[src/rtl/fm_pkg.sv]
package fm_pkg;
  typedef enum logic [1:0] {
    FM_IDLE = 2'd0,
    FM_RUN  = 2'd1,
    FM_DONE = 2'd2
  } fm_state_e;
endpackage

[src/rtl/fm_edge_sync.sv]
module fm_edge_sync #(
  parameter int SYNC_STAGES = 2
) (
  input  logic clk,
  input  logic rst_n,
  input  logic async_in,
  input  logic gate,
  output logic rise_pulse
);
  logic [SYNC_STAGES-1:0] stage_q;
  logic                   last_q;

  always_ff @(posedge clk or negedge rst_n) begin
    if (!rst_n) stage_q[0] <= 1'b0;
    else        stage_q[0] <= async_in & gate;
  end

  generate
    for (genvar g = 1; g < SYNC_STAGES; g++) begin : g_chain
      always_ff @(posedge clk or negedge rst_n) begin
        if (!rst_n) stage_q[g] <= 1'b0;
        else        stage_q[g] <= stage_q[g-1];
      end
    end
  endgenerate

  always_ff @(posedge clk or negedge rst_n) begin
    if (!rst_n) last_q <= 1'b0;
    else        last_q <= stage_q[SYNC_STAGES-1];
  end

  assign rise_pulse = stage_q[SYNC_STAGES-1] & ~last_q;
endmodule

[src/rtl/fm_window_ctrl.sv]
module fm_window_ctrl
  import fm_pkg::*;
#(
  parameter int WIN_W = 24
) (
  input  logic             clk,
  input  logic             rst_n,
  input  logic             det_en,
  input  logic [WIN_W-1:0] win_len,
  input  logic             edge_pulse,
  output logic             start,
  output logic             counting,
  output logic             finish,
  output logic             done,
  output logic [WIN_W-1:0] win_lat
);
  fm_state_e        state_q;
  logic             en_q;
  logic [WIN_W-1:0] edges_q;
  logic [WIN_W:0]   edges_nxt;

  assign start     = det_en & ~en_q;
  assign counting  = det_en & ~start & (state_q == FM_RUN);
  assign edges_nxt = {1'b0, edges_q} + 1'b1;
  assign finish    = counting & edge_pulse & (edges_nxt == {1'b0, win_lat});
  assign done      = (state_q == FM_DONE);

  always_ff @(posedge clk or negedge rst_n) begin
    if (!rst_n) begin
      en_q    <= 1'b0;
      state_q <= FM_IDLE;
      edges_q <= '0;
      win_lat <= '0;
    end else begin
      en_q <= det_en;
      if (!det_en) begin
        state_q <= FM_IDLE;
      end else if (start) begin
        edges_q <= '0;
        win_lat <= win_len;
        state_q <= (win_len != '0) ? FM_RUN : FM_IDLE;
      end else if (counting && edge_pulse) begin
        edges_q <= edges_nxt[WIN_W-1:0];
        if (finish) state_q <= FM_DONE;
      end
    end
  end
endmodule

[src/rtl/fm_sat_counter.sv]
module fm_sat_counter #(
  parameter int CNT_W = 32
) (
  input  logic             clk,
  input  logic             rst_n,
  input  logic             clear,
  input  logic             run,
  input  logic             capture,
  output logic [CNT_W-1:0] value
);
  localparam logic [CNT_W-1:0] TOP = '1;

  logic [CNT_W-1:0] cnt_q;
  logic [CNT_W-1:0] cnt_nxt;

  assign cnt_nxt = (cnt_q == TOP) ? cnt_q : cnt_q + 1'b1;

  always_ff @(posedge clk or negedge rst_n) begin
    if (!rst_n) begin
      cnt_q <= '0;
      value <= '0;
    end else if (clear) begin
      cnt_q <= '0;
      value <= '0;
    end else if (run) begin
      cnt_q <= cnt_nxt;
      if (capture) value <= cnt_nxt;
    end
  end
endmodule

[src/rtl/cyc_freq_meter.sv]
module cyc_freq_meter #(
  parameter int WIN_W       = 24,
  parameter int CNT_W       = 32,
  parameter int SYNC_STAGES = 2
) (
  input  logic             clk,
  input  logic             rst_n,
  input  logic [WIN_W:0]   ctrl_word,
  input  logic             frun_en,
  input  logic             meas_tgl,
  output logic [CNT_W-1:0] result,
  output logic             meas_done
);
  localparam int EN_POS = WIN_W;

  logic             edge_pulse;
  logic             start;
  logic             counting;
  logic             finish;
  logic [WIN_W-1:0] win_lat;

  fm_edge_sync #(.SYNC_STAGES(SYNC_STAGES)) u_sync (
    .clk       (clk),
    .rst_n     (rst_n),
    .async_in  (meas_tgl),
    .gate      (frun_en),
    .rise_pulse(edge_pulse)
  );

  fm_window_ctrl #(.WIN_W(WIN_W)) u_ctrl (
    .clk       (clk),
    .rst_n     (rst_n),
    .det_en    (ctrl_word[EN_POS]),
    .win_len   (ctrl_word[WIN_W-1:0]),
    .edge_pulse(edge_pulse),
    .start     (start),
    .counting  (counting),
    .finish    (finish),
    .done      (meas_done),
    .win_lat   (win_lat)
  );

  fm_sat_counter #(.CNT_W(CNT_W)) u_cnt (
    .clk    (clk),
    .rst_n  (rst_n),
    .clear  (start),
    .run    (counting),
    .capture(finish),
    .value  (result)
  );
endmodule

[config.mk]
export PLATFORM = sky130hd
export DESIGN_NAME = cyc_freq_meter
export DESIGN_NICKNAME = d
export VERILOG_FILES = /design/src/rtl/fm_pkg.sv /design/src/rtl/fm_edge_sync.sv /design/src/rtl/fm_window_ctrl.sv /design/src/rtl/fm_sat_counter.sv /design/src/rtl/cyc_freq_meter.sv
export SDC_FILE = /design/constraint.sdc
export NUM_CORES = 1
export LEC_CHECK = 0
export BUFFER_PORTS_ARGS = -buffer_cell sky130_fd_sc_hd__buf_2
export CORE_ASPECT_RATIO = 0.75
export CORE_MARGIN = 2
export CORE_UTILIZATION = 40
export DETAILED_ROUTE_END_ITERATION = 16
export PLACE_DENSITY = 0.66
export SLEW_MARGIN = 0
export SYNTH_ARGS = -nofsm -noshare
export SYNTH_HDL_FRONTEND = slang
export SYNTH_SLANG_ARGS = --single-unit
[constraint.sdc]
create_clock -name clk -period 6.5 [get_ports clk]
set_clock_uncertainty 0.15 [all_clocks]
set_input_delay 0.975 -clock clk [delete_from_list [all_inputs] [get_ports clk]]
set_output_delay 0.975 -clock clk [all_outputs]
set_load 0.01 [all_outputs]
==> impl_results.md <==
- Core Area: 0.0167 mm²
- Crit. End Element: register
- Max FO, Critical Path: 40
- Outcome: finished clean
- Synthesized net count: around 800
- Die Y-Extent: 116 µm
- Peak ir drop on the vdd network: 0.113 mV
- CTS tree: yes
- Number of inserted diodes: 0
- Yosys reg bits: 118
- Half-perimeter wire length after detailed placement: between 10 and 15 mm
- Critical path data arrival time: approximately 4.5 ns
- Max-cap violation count: 0
- Non-filler instance count after layout: around 1000
- Buffers added on ports: 61
- Reg clk slew, reported paths: 0.05 ns
- Post-route clock period utilization: between 60% and 70%
- Crit start category: register
- Headroom to the max-slew limit: between 20% and 30%
- Most instantiated flip-flop cell in the synthesis netlist: sky130_fd_sc_hd__dfrtp_1
- Worst-Skew Late Latency: 0.42 ns
- First-pass GRT wire length: 27.5 mm
- Register area share after synthesis: between 40% and 50%
- Core Rows: approximately 40
- Multi-input gate area in the final layout: 0.00353 mm²
- Cells resized by post-CTS repair: 0
- Max Clk Rate: roughly 0.23 GHz
- Post-synthesis instance area: 0.00674 mm²
- Gr ovfl total: 0
- Distinct cell type count after synthesis: 61
- Post-layout instance area: 0.00767 mm²
- Number of warnings reported in the yosys synthesis log: 0
- Instance count of the mapped netlist: roughly 760
- Commonest non-fill, non-tap cell in the layout: sky130_fd_sc_hd__nand2_1
- Final routed wirelength across all metal layers: 16.5 mm
- Vias in the first global route: 5164
- Dpl cell area: slightly above 0.007 mm²
- Most frequent cells in the layout: sky130_fd_sc_hd__nand2_1 (124), sky130_fd_sc_hd__dfrtp_1 (118), sky130_fd_sc_hd__nor2_1 (84), sky130_fd_sc_hd__o21ai_0 (60), sky130_fd_sc_hd__buf_2 (60)
- CTS Root Cell: sky130_fd_sc_hd__clkbuf_16
- TritonCTS Sinks: around 120
- Post-synth EDFFs: 0
- Final setup fails: 0
- Number of buffers added for setup after CTS: 0
- First-pass iteration count of the detailed router: 5
- Share of flip-flops with an asynchronous set or reset: 100%
- Critical path type: reg2reg
- Number of placed I/O pins: 62
- Summed negative setup slack over all endpoints: 0 ns
- Total GRT Usage: 19.4%
- Slew Viols, Final: 0
- Synth top area share: 43.8%
- Clock H-tree levels: 4
- Slew @ Worst Pin: around 1.1 ns
- Number of hold-slack violations in the final timing report: 0
- Leading post-synthesis cells by cell area: sky130_fd_sc_hd__dfrtp_1 (44%), sky130_fd_sc_hd__nand2_1 (6.9%), sky130_fd_sc_hd__xnor2_1 (5.3%), sky130_fd_sc_hd__nor2_1 (4.7%), sky130_fd_sc_hd__o21ai_0 (4.5%)
- Average routed wire per standard cell: roughly 16 µm
- Power per cell area: approximately 230 mW/mm²
- Clock period minus worst slack: ~4.4 ns
- Cts-stage hold buffer count: 0
- Initial antenna violation count: 0
- Area taken by flip-flops and latches: 0.00295 mm²
- Unrepaired setup endpoints after global routing: false
- Clock Tree Buf Depth: 2
- Cts bufs inserted: 17
- Layout Area Growth over Synthesis: 13.7%
- Req. time, crit path: ~6.7 ns
- Pin count of the biggest net entering global routing: 82
- Detailed Route Iter0 Violations: 533
- Die Outline Area: 0.0179 mm²
- Count of vias placed by the detailed router: about 5500
- Biggest area consumer among synthesized cells: sky130_fd_sc_hd__dfrtp_1
- Fill cell total of the finished layout: around 1600
- Count of unresolved DRC violations after routing: 0
- Average cell area after synthesis: around 8.9 µm²
- Lkg Pwr: 0.00349 µW
- Starting density of the core: between 40% and 50%
- Ratio of routed vias to standard cells: around 5.4
- Routability congestion estimate: between 0.8 and 0.9
- Number of nets with antenna violations after routing: 0
- Proportion of layout cells with a drive suffix above 1: between 10% and 20%
- Layout Nets: roughly 830
- Horiz. Die Dim: roughly 150 µm
- Worst min-delay path class: reg2reg
- Placed Instances: around 1000
[routing by layer]
metal,GRT usage (%),share of wire (%),vias up
met5,0,0,-
met1,30.1,54,2644
met4,6.42,1.2,0
li1,-,-,2698
met3,4.75,5.2,16
met2,26.2,40,151
[critical path, cell delays in order, from the launching register on]
cell and delay [ns]:
sky130_fd_sc_hd__dfrtp_1 0.49, sky130_fd_sc_hd__nand3_1 0.55, sky130_fd_sc_hd__nor4_4 0.85, sky130_fd_sc_hd__o32ai_1 0.19, sky130_fd_sc_hd__a211oi_1 0.28, sky130_fd_sc_hd__nor4b_1 0.27, sky130_fd_sc_hd__and4b_2 1.05, sky130_fd_sc_hd__o22ai_1 0.20
sky130_fd_sc_hd__and2_1 0.21
[power breakdown]
part	internal, µW	leakage (µW)	total, µW	switching [µW]
registers	757	0.00160	781	23.9
clock network	556	0.000272	880	323
logic	46.1	0.00161	121	74.8
[cells in the mapped netlist (all sizes together), types with 4 or more instances]
| library cell | instances |
|---|---|
| a21o | 5 |
| a21oi | 27 |
| a31o | 4 |
| a31oi | 5 |
| and2 | 6 |
| and3 | 18 |
| and4 | 6 |
| buf | 14 |
| clkbuf | 34 |
| dfrtp | 118 |
| inv | 4 |
| mux2i | 27 |
| nand2 | 124 |
| nand2b | 5 |
| nand3 | 41 |
| nand4 | 15 |
| nor2 | 85 |
| nor2b | 6 |
| nor3 | 12 |
| nor4 | 10 |
| o21ai | 60 |
| o31ai | 9 |
| or3 | 12 |
| xnor2 | 41 |
| xor2 | 32 |
[cell families after synthesis]
| kind of cell | after synthesis | share of synthesized area (%) |
|---|---|---|
| compound gates | 133 | 12.3 |
| xor+xnor | 73 | 9.48 |
| fa+ha+maj | 2 | 0.371 |
| buf+inv | 52 | 4.05 |
| flops | 118 | 43.8 |
| mux | 28 | 4.18 |
| simple gates | 351 | 25.8 |
[cell type report]
type                       count  area share, %
multi-input combinational    587           46.0
inverter                       4          0.196
clock inverter                 9           1.01
sequential                   118           38.5
tap                          215           3.51
clock buffer                  21           6.27
timing repair buffer          66           4.50
[worst paths after layout]
check / depth (start not counted) / to / slack, ns / start
max: 8 / u_ctrl.state_q[0] / 2.14 / u_ctrl.edges_q[6]
min: 0 / u_sync.stage_q[1] / 0.20 / u_sync.stage_q[0]
max reg2reg: 8 / u_ctrl.state_q[0] / 2.14 / u_ctrl.edges_q[6]
min reg2reg: 0 / u_sync.stage_q[1] / 0.20 / u_sync.stage_q[0]
max in group asynchronous: 2 / u_ctrl.win_lat[2] / 4.44 / rst_n
min in group asynchronous: 1 / u_ctrl.win_lat[17] / 0.42 / rst_n
[registers in the layout, summed over array words and instances, names as in the netlist]
| signal | count |
|---|---|
| u_ctrl.edges_q | 24 |
| u_cnt.cnt_q | 32 |
| u_sync.stage_q | 2 |
| u_ctrl.en_q | 1 |
| u_cnt.value | 32 |
| u_ctrl.state_q | 2 |
| u_sync.last_q | 1 |
| u_ctrl.win_lat | 24 |
[per-stage QoR]
| step | power [µW] | worst slack (ns) | util (%) | hold slack (ns) |
|---|---|---|---|---|
| 2_1_floorplan | 859 | 3.28 | - | 0.181 |
| 3_3_place_gp | 913 | 1.96 | 42.6 | 0.186 |
| 3_5_place_dp | 913 | 1.79 | 42.6 | 0.195 |
| 4_1_cts | 1800 | 2.19 | 46.0 | 0.207 |
| 5_1_grt | 1850 | 1.86 | 46.0 | 0.219 |
| 6_report | 1780 | 2.14 | 46.0 | 0.203 |
No activity file was read; power rests on OpenSTA's default activity.
